==> src/rtl/spc_pkg.sv <==
package spc_pkg;
  typedef enum logic [2:0] {
    OP_INC  = 3'd0,
    OP_SKIP = 3'd1,
    OP_JUMP = 3'd2,
    OP_CALL = 3'd3,
    OP_RET  = 3'd4,
    OP_IRQ  = 3'd5
  } pc_op_e;
endpackage

==> src/rtl/spc_serial_inc.sv <==
// One-bit half adder walking a rotating copy of the low address field.
module spc_serial_inc #(
  parameter int W = 12
) (
  input  logic         clk,
  input  logic         rst_n,
  input  logic         start,
  input  logic         two_pass,
  input  logic [W-1:0] seed,
  output logic         busy,
  output logic         done,
  output logic [W-1:0] result
);
  localparam int CW = $clog2(W);

  logic [W-1:0]  work;
  logic          carry;
  logic [CW-1:0] step;
  logic          again;
  logic          sum_bit;
  logic          last_step;

  assign sum_bit   = work[0] ^ carry;
  assign result    = {sum_bit, work[W-1:1]};
  assign last_step = busy && (step == CW'(W-1));
  assign done      = last_step && !again;

  always_ff @(posedge clk or negedge rst_n) begin
    if (!rst_n) begin
      work  <= '0;
      carry <= 1'b0;
      step  <= '0;
      again <= 1'b0;
      busy  <= 1'b0;
    end else if (start && !busy) begin
      work  <= seed;
      carry <= 1'b1;
      step  <= '0;
      again <= two_pass;
      busy  <= 1'b1;
    end else if (busy) begin
      work <= result;
      if (last_step) begin
        step  <= '0;
        carry <= 1'b1;
        again <= 1'b0;
        busy  <= again;
      end else begin
        step  <= step + 1'b1;
        carry <= work[0] & carry;
      end
    end
  end
endmodule

==> src/rtl/spc_ring_stack.sv <==
// Return-address ring: a full push overwrites the oldest slot.
module spc_ring_stack #(
  parameter int AW    = 16,
  parameter int DEPTH = 3
) (
  input  logic          clk,
  input  logic          rst_n,
  input  logic          push,
  input  logic [AW-1:0] push_data,
  input  logic          pop,
  output logic [AW-1:0] top_data,
  output logic          empty
);
  localparam int PW = $clog2(DEPTH);
  localparam int CW = $clog2(DEPTH + 1);

  logic [AW-1:0] slot [DEPTH];
  logic [PW-1:0] wp;
  logic [PW-1:0] wp_dn;
  logic [PW-1:0] wp_up;
  logic [CW-1:0] fill;

  assign wp_dn    = (wp == '0) ? PW'(DEPTH - 1) : wp - 1'b1;
  assign wp_up    = (wp == PW'(DEPTH - 1)) ? '0 : wp + 1'b1;
  assign top_data = slot[wp_dn];
  assign empty    = (fill == '0);

  for (genvar i = 0; i < DEPTH; i++) begin : g_slot
    always_ff @(posedge clk or negedge rst_n) begin
      if (!rst_n)
        slot[i] <= '0;
      else if (push && wp == PW'(i))
        slot[i] <= push_data;
    end
  end

  always_ff @(posedge clk or negedge rst_n) begin
    if (!rst_n) begin
      wp   <= '0;
      fill <= '0;
    end else if (push) begin
      wp <= wp_up;
      if (fill != CW'(DEPTH)) fill <= fill + 1'b1;
    end else if (pop) begin
      wp <= wp_dn;
      if (fill != '0) fill <= fill - 1'b1;
    end
  end
endmodule

==> src/rtl/serial_pc_stack.sv <==
module serial_pc_stack #(
  parameter int              PC_W       = 16,
  parameter int              LO_W       = 12,
  parameter int              DEPTH      = 3,
  parameter logic [PC_W-1:0] IRQ_VECTOR = 16'h0004,
  parameter logic [PC_W-1:0] RESET_PC   = 16'h0000
) (
  input  logic            clk,
  input  logic            rst_n,
  input  logic            op_valid,
  output logic            op_ready,
  input  logic [2:0]      op_code,
  input  logic [PC_W-1:0] load_addr,
  input  logic            irq_en,
  output logic [PC_W-1:0] pc,
  output logic            underflow
);
  import spc_pkg::*;

  localparam int BANK_W = PC_W - LO_W;

  logic            accept;
  logic            start_ser;
  logic            inc_busy;
  logic            inc_done;
  logic [LO_W-1:0] inc_res;
  logic            call_pend;
  logic [PC_W-1:0] target;
  logic            irq_take;
  logic            st_push;
  logic            st_pop;
  logic [PC_W-1:0] st_wdata;
  logic [PC_W-1:0] st_top;
  logic            st_empty;
  logic [BANK_W-1:0] bank;

  assign bank      = pc[PC_W-1:LO_W];
  assign op_ready  = !inc_busy;
  assign accept    = op_valid && op_ready;
  assign start_ser = accept && (op_code == OP_INC || op_code == OP_SKIP ||
                                op_code == OP_CALL);
  assign irq_take  = accept && op_code == OP_IRQ && irq_en;
  assign st_pop    = accept && op_code == OP_RET;
  assign st_push   = irq_take || (inc_done && call_pend);
  assign st_wdata  = irq_take ? pc : {bank, inc_res};

  spc_serial_inc #(.W(LO_W)) u_inc (
    .clk      (clk),
    .rst_n    (rst_n),
    .start    (start_ser),
    .two_pass (op_code == OP_SKIP),
    .seed     (pc[LO_W-1:0]),
    .busy     (inc_busy),
    .done     (inc_done),
    .result   (inc_res)
  );

  spc_ring_stack #(.AW(PC_W), .DEPTH(DEPTH)) u_stack (
    .clk       (clk),
    .rst_n     (rst_n),
    .push      (st_push),
    .push_data (st_wdata),
    .pop       (st_pop),
    .top_data  (st_top),
    .empty     (st_empty)
  );

  always_ff @(posedge clk or negedge rst_n) begin
    if (!rst_n) begin
      call_pend <= 1'b0;
      target    <= '0;
    end else if (start_ser) begin
      call_pend <= (op_code == OP_CALL);
      target    <= load_addr;
    end
  end

  always_ff @(posedge clk or negedge rst_n) begin
    if (!rst_n) begin
      pc <= RESET_PC;
    end else if (inc_done) begin
      if (call_pend) pc <= target;
      else           pc <= {bank, inc_res};
    end else if (accept) begin
      case (op_code)
        OP_JUMP: pc <= load_addr;
        OP_RET:  pc <= st_top;
        OP_IRQ:  if (irq_en) pc <= IRQ_VECTOR;
        default: pc <= pc;
      endcase
    end
  end

  always_ff @(posedge clk or negedge rst_n) begin
    if (!rst_n)                 underflow <= 1'b0;
    else if (st_pop && st_empty) underflow <= 1'b1;
  end
endmodule

==> config.mk <==
export PLATFORM = sky130hd
export DESIGN_NAME = serial_pc_stack
export DESIGN_NICKNAME = d
export VERILOG_FILES = /design/src/rtl/spc_pkg.sv /design/src/rtl/spc_serial_inc.sv /design/src/rtl/spc_ring_stack.sv /design/src/rtl/serial_pc_stack.sv
export SDC_FILE = /design/constraint.sdc
export NUM_CORES = 1
export LEC_CHECK = 0
export ABC_AREA = 1
export BUFFER_PORTS_ARGS = -buffer_cell sky130_fd_sc_hd__buf_2
export CORE_MARGIN = 4
export CORE_UTILIZATION = 65
export CTS_BUF_LIST = sky130_fd_sc_hd__clkbuf_4 sky130_fd_sc_hd__clkbuf_8 sky130_fd_sc_hd__clkbuf_16
export DETAILED_ROUTE_END_ITERATION = 10
export HOLD_SLACK_MARGIN = 0.15
export PLACE_DENSITY = 0.92
export SYNTH_ARGS = -nofsm -noshare
export SYNTH_HDL_FRONTEND = slang
export SYNTH_HIERARCHICAL = 1
export SYNTH_SLANG_ARGS = --single-unit
==> constraint.sdc <==
create_clock -name clk -period 4.9 [get_ports clk]
set_clock_uncertainty 0.1 [all_clocks]
set_input_delay 0.245 -clock clk [delete_from_list [all_inputs] [get_ports clk]]
set_output_delay 0.245 -clock clk [all_outputs]
set_load 0.05 [all_outputs]
* Word-level counts from Yosys, hierarchy flattened
Cells that the tools add are included.
Word-level totals: register bits 105, input bits 23, output and inout bits 18
Cells by class: eq/ne operators 12, bitwise operators 3, mux-type cells 31, $add $sub $neg 5, reductions and logical operators 32, magnitude comparators 1
Operators by type and width (count):
- $mux 16 | 6
- $pmux 16 s3 | 1
- $mux 12 | 3
- $bmux 16 s2 | 1
- $mux 2 | 8
- $logic_and 1x1->1 | 13
- $mux 4 | 3
- $reduce_bool 2->1 | 6
- $mux 1 | 9
- $eq 3x2->1 const B | 2
- $eq 3x3->1 const B | 2
- $reduce_and 3->1 | 2
- $add 2x1->2 const B | 2
- $add 4x1->4 const B | 1
- $eq 4x4->1 const B | 1
- $logic_not 2->1 | 2
- $ne 2x2->1 const B | 2
- $reduce_and 4->1 | 1
- $reduce_bool 4->1 | 1
- $sub 2x1->2 const B | 2
- $eq 3x1->1 const B | 1
- $ge 3x3->1 const B | 1
- $logic_not 3->1 | 1
- $logic_or 1x1->1 | 3
- 9 further kinds | 10

* Longest topological paths before layout
Gate-level depths: netlist of the first run.
depth after elaboration 9, gate-level depth with buffers 14

* Hierarchy
Netlist of the first run, hierarchy kept.
Modules (own cells, without submodules):
- spc_ring_stack | cells an instance 330, sequential area each 1301.2 sq um, instances 1, area each 2582.5 sq um
- serial_pc_stack | cells an instance 325, sequential area each 850.8 sq um, instances 1, area each 2187.1 sq um
- spc_serial_inc | cells an instance 120, sequential area each 475.5 sq um, instances 1, area each 1029.7 sq um

* Worst setup path after synthesis of the first run
OpenSTA, ideal clock, no wires.
path type reg2reg, from register u_stack.wp[0], to register pc[13], slack 2.934 ns, arrival time 1.801 ns, buffers on the path 3, stages on the path, launching flop included 14, path through dfrtp_1 -> inv_1 -> ha_1 -> buf_6 -> or2_1 -> buf_6 -> buf_8 -> o21ai_2 -> nand3_1 -> nand2_1 -> nand2_1 -> nand2_1 -> nand3_1 -> nand2_1
Between the ends: cells in the longest elaborated chain, start to end 9, elaborated cells between the ends (all ways) 10
Ends and longest elaborated chain:
- start: declaration | line spc_ring_stack.sv:18 | logic [PW-1:0] wp;
- start signal: assignment | line spc_ring_stack.sv:42 | wp <= wp_up;
- start signal: assignment | line spc_ring_stack.sv:45 | wp <= wp_dn;
- $sub 2x1->2 or $logic_not 2->1 (tied branches) | line spc_ring_stack.sv:23 | assign wp_dn = (wp == '0) ? PW'(DEPTH - 1) : wp - 1'b1;
- $mux 2 (*) | line spc_ring_stack.sv:23
- $not 2->3 (not written as such) (*) | line spc_ring_stack.sv:25 | assign top_data = slot[wp_dn];
- $bmux 16 s2 (*) | line spc_ring_stack.sv:25
- $mux 16 (not written as such) (*) (2 in series) | line spc_ring_stack.sv:25
- via st_top[13] | line serial_pc_stack.sv:33 | logic [PC_W-1:0] st_top;
- $pmux 16 s3 (*) | line serial_pc_stack.sv:85 | case (op_code)
- $mux 16 (*) | line serial_pc_stack.sv:84 | end else if (accept) begin
- $mux 16 (*) | line serial_pc_stack.sv:81 | end else if (inc_done) begin
- end signal: assignment | line serial_pc_stack.sv:82 | if (call_pend) pc <= target;
- end signal: assignment | line serial_pc_stack.sv:83 | else pc <= {bank, inc_res};
- end signal: assignment | line serial_pc_stack.sv:86 | OP_JUMP: pc <= load_addr;
- end: declaration | line serial_pc_stack.sv:15 | output logic [PC_W-1:0] pc,
Mark *: on every way through the listed nets, which the timed path passes. The rest lies on a longest branch. The select of a mux whose other input is x is not followed. A chain may end at the register's enable or synchronous reset.

* Worst setup path in the final report of the first run
from register u_inc.busy, to register u_stack/slot[4] (netlist bit)
Between the ends: cells in the longest elaborated chain, start to end 6, elaborated cells between the ends (all ways) 10
Ends and longest elaborated chain:
- start: declaration | line spc_serial_inc.sv:10 | output logic busy,
- start signal: assignment | line spc_serial_inc.sv:47 | busy <= again;
- $logic_not 1->1 | line serial_pc_stack.sv:38 | assign op_ready = !inc_busy;
- $logic_and 1x1->1 | line serial_pc_stack.sv:39 | assign accept = op_valid && op_ready;
- $logic_and 1x1->1 (2 in series) | line serial_pc_stack.sv:42 | assign irq_take = accept && op_code == OP_IRQ && irq_en;
- $logic_or 1x1->1 (*) | line serial_pc_stack.sv:44 | assign st_push = irq_take || (inc_done && call_pend);
- via st_push | line serial_pc_stack.sv:30 | logic st_push;
- $logic_and 1x1->1 (*) | line spc_ring_stack.sv:32 | else if (push && wp == PW'(i))
- end signal: indexed assignment | line spc_ring_stack.sv:33 | slot[i] <= push_data;
- end: declaration | line spc_ring_stack.sv:17 | logic [AW-1:0] slot [DEPTH];
Mark *: on every way through the listed nets, which the timed path passes. The rest lies on a longest branch.

==> results of run 1 <==
## worst max-delay path, delay by kind of cell, from the launching register on
kind               cells  cell delay (ns)
and+or+nand+nor        4             2.01
DFF                    1             0.65
AOI/OAI and AO/OA      1             0.42
## power breakdown
part	internal, mW	leakage (nW)	switching, mW
Sequential	1.17	1.37	0.279
Clock	0.206	0.0891	0.285
Combinational	0.423	1.73	0.980
## cell type report
cell class | count | area share
multi-input combinational | 511 | 0.391
tap | 108 | 0.0221
clock inverter | 3 | 0.00286
sequential | 105 | 0.429
inverter | 106 | 0.0658
timing repair buffer | 59 | 0.0638
clock buffer | 12 | 0.0249
## routing by layer
| metal | track usage | wire length (µm) | vias to the layer above |
|---|---|---|---|
| met5 | 0 | 0 | - |
| met3 | 0.0498 | 1250 | 45 |
| met4 | 0.114 | 456 | 0 |
| met2 | 0.446 | 6560 | 319 |
| met1 | 0.402 | 5650 | 2372 |
| li1 | - | - | 2407 |
## flip-flops by register name, indices dropped and copies added, names as in the netlist
register	count
u_inc/again	1
u_stack/wp	2
u_stack/slot	48
u_inc/work	12
u_stack/fill	2
underflow	1
pc	16
call_pend	1
u_inc/carry	1
u_inc/busy	1
target	16
u_inc/step	4
## logic make-up after synthesis
logic type               Yosys count
AND/OR/NAND/NOR                  399
buffers and inverters            159
flip-flops                       105
AO/OA/AOI/OAI                    104
adder cells (fa/ha/maj)            8
## repair_timing
item	in CTS	in global routing
hold buffers	18	0
hold endpoints to repair	83	0
buffers inserted	0	0
## metrics by stage
stage                     utilization  setup slack (ns)  power, mW
after floorplan                     -              2.93       2.58
after global placement          0.662              1.78       2.74
after CTS                       0.702              1.69       3.31
after global routing            0.702              1.30       3.59
after detailed placement        0.662              1.70       2.81
final                           0.702              1.60       3.34
## path summary, 6_finish.rpt
| path | startpoint | end | slack (ns) | depth (start not counted) |
|---|---|---|---|---|
| worst max-delay path | u_inc/busy | u_stack/slot[4] | 1.60 | 5 |
| worst min-delay path | op_code[0] | call_pend | 0.19 | 3 |
| worst max register to register | u_inc/busy | u_stack/slot[4] | 1.60 | 5 |
| worst min register to register | u_stack/slot[19] | u_stack/slot[19] | 0.39 | 2 |
| max in group asynchronous | rst_n | underflow | 3.21 | 3 |
| min in group asynchronous | rst_n | u_stack/slot[22] | 0.41 | 2 |
## placed cells by master, fill, tap and decap left out, drive strengths merged
master         n
nand2        318
inv          106
dfrtp        105
o21ai         85
nand3         58
buf           41
dlygate4sd3   18
nor2          17
a22oi         12
clkbuf        12
ha             8
nand4          3
a21oi          2
clkinv         2
or2            2
nor3           1
o211ai         1
o31ai          1
a31o           1
clkinvlp       1
a22o           1
o21bai         1
==> summary by stage, run 1 <==
Timing
Of the available clock period, the critical path in the final layout requires 0.674. The number of pins with negative max-slew slack in the final report is 0. The post-layout minimum cycle time is 3.30 ns. At the pin with the least slew margin, the transition time is 0.944 ns. Summed over all failing endpoints, the final setup total negative slack is 0 ns. Setup repair after global routing left no endpoint under its margin. The number of setup violations in the final report is 0. Hold timing on the final database bottoms out at a slack of 0.194 ns. For this run, the top clock speed supported by timing is 303 MHz. The number of hold-slack violations in the final timing report was 0.

In this run the tightest slew margin relative to its limit is 0.369.

Yosys
Among all flip-flop cells after synthesis, the most frequent one is dfrtp_1. The share of Yosys cell area claimed by the top area cell type is 0.453. Sorting the synthesized cells by area gives the leading types as dfrtp_1, nand2_1, inv_1, o21ai_0, nand3_1. Of the post-synthesis cell area, the part taken by muxes is 0. The number of warnings issued by yosys is 6.

Sorting the synthesized cells by how often they occur yields nand2_1, dfrtp_1, inv_1. The number of nets produced by synthesis is 806. The most frequent cell after synthesis is nand2_1. The post-synthesis simple-gate area fraction is 0.289. The register bit total from synthesis is 105. Of all cell types, the one taking the most synthesized area is dfrtp_1. Averaged over all synthesized cells, the footprint is 7.48 µm². By area, the combinational part of the netlist is dominated by simple AND/OR/NAND/NOR gates. After synthesis the cells add up to 5800 µm².

The adder-cell share of the synthesized area is 0.0173. The number of enable-type register cells in the synthesized netlist is 0. The sequential-to-total area share from yosys stat is 0.453. The instance count of the mapped netlist is 775. The count of cell types in the netlist is 35. The compound-gate portion of the synthesized area is 0.107. The fraction of synthesis flops using an asynchronous set or reset pin is 1.00. The parity-gate share of the synthesized area counting xor and xnor cells is 0.

Placement
Port buffering added 40 buffers. The congestion estimate from routability-driven global placement came to 0.949. The placed instances occupy a cell area of 5770 µm². After legalization and detailed placement, the total HPWL measured 9180 µm. In this run, placement finished with an instance count of 871.

Die
The total core area is 8720 µm². The die area is 10,500 µm². The horizontal extent of the die is 102 µm.

For this configuration, the core starts out at a cell density of 0.665. The row count is 34. During I/O placement, the number of pins put on the boundary was 41. From bottom edge to top edge, the die measures 102 µm.

Global route
Across every metal layer, demand over resource in global routing totals 0.286. The first global-routing pass estimated 23,700 µm of wire. The number of global-route vias before repair is 4,893. Global routing finished with a remaining overflow of 0. The largest net degree at the start of global routing is 68.

The number of antenna violations at the first check in global routing was 0.

Finish
The fraction of final layout cells with drive strength greater than 1 is 0.122. The combined area of the multi-input logic cells is 2390 µm². The final instance area is 6120 µm². The fill cell instance count of the final layout is 608. At the end of the flow, the number of nets in the layout was 823. The sequential cells in the finished layout cover a total of 2630 µm². The area growth from synthesis to layout is 5.54%. The antenna diode count is 0. The number of cells in the finished layout apart from fillers is 904.

Setup path
The worst setup path is of the reg -> reg kind. The kind of start point of the critical path is a register. For this run, the slowest stage of the critical path takes 0.65 ns. The required time at the endpoint of the critical path is 5.06 ns. The biggest fanout along the worst timing path is 32. The worst setup path is captured at a register. The slowest cell on the critical path is dfrtp_1. Counting stages on the worst path, the most repeated cell is nand2_1. The arrival time at the worst endpoint is 3.47 ns. Traced cell by cell, the critical path runs through nor2_2, nand4_2, nand2_1, nand2_1, o21ai_0.

Routing
The via density per instance is 5.69. For this run, the detailed router's first-pass iteration total came to 5. The routed length per instance is 15.4 µm. The iteration-0 DRC count of the detailed router is 543. For this block, the via count after detailed routing is 5,143. The routed design has 13,900 µm of wire. The number of nets with antenna violations after detailed routing is 0. The number of remaining DRC errors is 0.

Clock network
The clock tree root buffer cell is clkbuf_8. The tree built by TritonCTS fans out to 105 sinks. The clock passes through at most 2 buffers. Clock tree synthesis inserted a total of 9 buffers. The clock reaches the later pin of the worst-skew pair after 0.37 ns. Once the clock tree was built, the resizer swapped 0 gates to a different size. After clock tree synthesis, the clock-pin slew on the worst setup and hold paths is 0.11 ns. TritonCTS built the clock tree.

The H-tree was split into 3 levels.

Worst hold path
The kind of path behind the tightest hold check is in -> reg.

Power and ir drop
In this run the static leakage power is 3.19 nW. The worst voltage drop across the vdd grid is 395 µV. Dividing total power by cell area gives a power density of 546 nW/µm².

Status
The run finished with clean final reports.

Flow run
Across the run, the number of max-cap violations was 0.
Note: power is estimated with default switching activity, not from simulation.
==> run 2: changes to the inputs <==
CORE_UTILIZATION = 55   (was 65)
PLACE_DENSITY = 0.84   (was 0.92)
clock period = 2.7 ns   (was 4.9 ns; I/O delays follow)
==> summary by stage, run 2 (synthesized netlist as in run 1, its figures left out) <==
Setup path
The worst setup path is launched from a register. For the worst setup path, the data required time is 2.90 ns. The biggest fanout along the worst timing path is 16. Data arrives at the worst endpoint at 2.58 ns. The type of destination of the critical path is a register. The minimum setup slack among reg-to-reg paths is 0.32 ns.

The critical path is of the reg -> reg type.

Power and ir drop
The cell leakage power is 3.28 nW. Power spread over the standard cell area amounts to 992 nW/µm². The worst voltage drop across the vdd grid is 760 µV.

Placement
Buffers placed on the I/O ports in this run total 40. The setup slack at placement is 0.405 ns. The last weighted congestion value of the routability-driven placer is 0.894. The HPWL after detailed placement is 8910 µm.

Routing
The via density per instance is 5.20. The pre-antenna-repair detailed-routing pass consisted of 6 iterations. The routed wire length is 13,600 µm. In this run, the number of DRC markers left after iteration 0 of detailed routing was 399.

The routed length per instance is 14.4 µm. For this block, the via count after detailed routing is 4,915. The number of remaining DRC errors is 0. Once detail routing completed, the nets flagged for antenna violations numbered 0.

Die
The effective utilization at floorplan is 0.564. The floorplan step defined a core boundary enclosing 10,300 µm². The die area is 12,300 µm². During I/O placement, the number of pins put on the boundary was 41.

The floorplan die height is 111 µm. In this run the horizontal extent of the chip is 111 µm. In this run the core area contains 37 standard-cell rows.

Clock network
The total setup buffers inserted after CTS is 0. The count of instances resized after the clock tree is built is 0. After clock tree synthesis, the clock-pin slew on the worst setup and hold paths is 0.10 ns.

CTS placed an instance of clkbuf_8 at the clock tree root. The sink count of the clock tree is 105. The H-tree depth is 3. Counting along the longest clock path gives a buffer depth of 2. Hold repair after CTS inserted 20 buffers. The CTS buffer count is 9. TritonCTS built the clock tree. The clock reaches the later pin of the worst-skew pair after 0.37 ns.

Finish
The number of antenna diodes in the final layout is 0. Ranked by flip-flop count, first place goes to u_stack/slot. The number of flip-flops in the largest register is 48.

The area growth from synthesis to layout is 9.02%. The net total in the final layout is 835. The fraction of final layout cells with drive strength greater than 1 is 0.133. Summing all multi-input logic gate instances after layout gives 2390 µm². Leaving out fill and tap cells, the most frequent cell in the layout is nand2_1.

Leaving out fill and tap cells, the most frequent cells in the layout are nand2_1, dfrtp_1, inv_1. The largest registers in the layout are u_stack/slot (48), pc (16), target (16). The fill cell instance count of the final layout is 876. The total area of sequential cells is 2630 µm².

Timing
The slew at the pin with the worst max-slew slack is 0.823 ns. The achievable clock frequency is 421 MHz. Adding up every negative setup slack in the final design gives 0 ns. The number of pins with negative max-slew slack in the final report is 0.

The number of hold-slack violations in the final timing report is 0. The worst max-slew margin expressed relative to the limit is 0.451. The period utilization is 0.880. The smallest clock period supported by the final layout is computed as 2.38 ns. Setup repair after global routing left no endpoint under its margin.

The number of setup violations in the final report is 0. After layout, the worst setup slack is 0.325 ns.

Global route
The total overflow reported by the global router is 0. The overall global routing resource usage is 0.230. The wire length of the first global-routing pass is 23,200 µm. The number of global-route vias before repair is 4,623. The number of antenna violations at the first check in global routing is 0. The largest net degree at the start of global routing is 72.

Flow run
Max-cap violations in this run came to 0.

Status
The run finished with clean final reports.

Worst hold path
The path class of the tightest hold or removal check is in -> async.
## run 2: changes by cell type in the layout (fill, tap and decap cells not counted)
| cell | before | now |
|---|---|---|
| clkinv_4 | 0 | 1 |
| bufinv_16 | 0 | 2 |
| clkinv_2 | 2 | 0 |
| buf_4 | 2 | 11 |
| dlygate4sd3_1 | 18 | 20 |
| buf_12 | 0 | 1 |
## run 2: area by class of cell
cell class              instances  share of cell area
clock buffers                  12              0.0241
clock inverters                 4              0.0121
inverters                     106              0.0637
multi-input cells             511               0.379
flip-flops and latches        105               0.416
well taps                     136              0.0269
repair buffers                 71              0.0788
## run 2: layer usage
layer,vias up,track usage,wire [µm]
li1,2436,-,-
met1,2283,0.319,6000
met2,177,0.378,6650
met3,19,0.0344,817
met4,0,0.0665,174
met5,-,0,0
## run 2: path summary, 6_finish.rpt
check,from,to,cells after the start
worst max-delay path,u_stack/wp[0],pc[12],10
worst min-delay path,rst_n,u_inc/work[10],2
worst max register to register,u_stack/wp[0],pc[12],10
worst min register to register,u_stack/slot[25],u_stack/slot[25],2
max in group asynchronous,rst_n,u_stack/wp[0],3
min in group clk,op_valid,u_stack/fill[0],7
## run 2: metrics by stage
step / total power [mW] / utilization / hold WS [ns] / std cells / instance area, µm²
2_1_floorplan: 4.68 / - / -0.261 / 775 / 5800
3_3_place_gp: 5.04 / 0.573 / 0.0147 / 909 / 5890
3_5_place_dp: 5.13 / 0.573 / 0.0152 / 909 / 5890
4_1_cts: 6.26 / 0.615 / 0.150 / 945 / 6320
5_1_grt: 6.74 / 0.615 / 0.174 / 945 / 6320
6_report: 6.27 / 0.615 / 0.149 / 945 / 6320
## run 2: critical path: stages (launching register included)
cell and delay (ns):
dfrtp_1 0.41, inv_1 0.12, ha_1 0.32, or2_1 0.53
o21ai_0 0.39, nand3_1 0.13, nand2_1 0.07, nand2_1 0.04
nand2_1 0.08, nand3_1 0.07, nand2_1 0.06
## run 2: power by group
group	leakage (nW)	internal [mW]	switching (mW)
sequential	1.37	2.12	0.469
clock	0.114	0.571	0.528
combinational	1.79	0.804	1.78
total	3.28	3.49	2.78
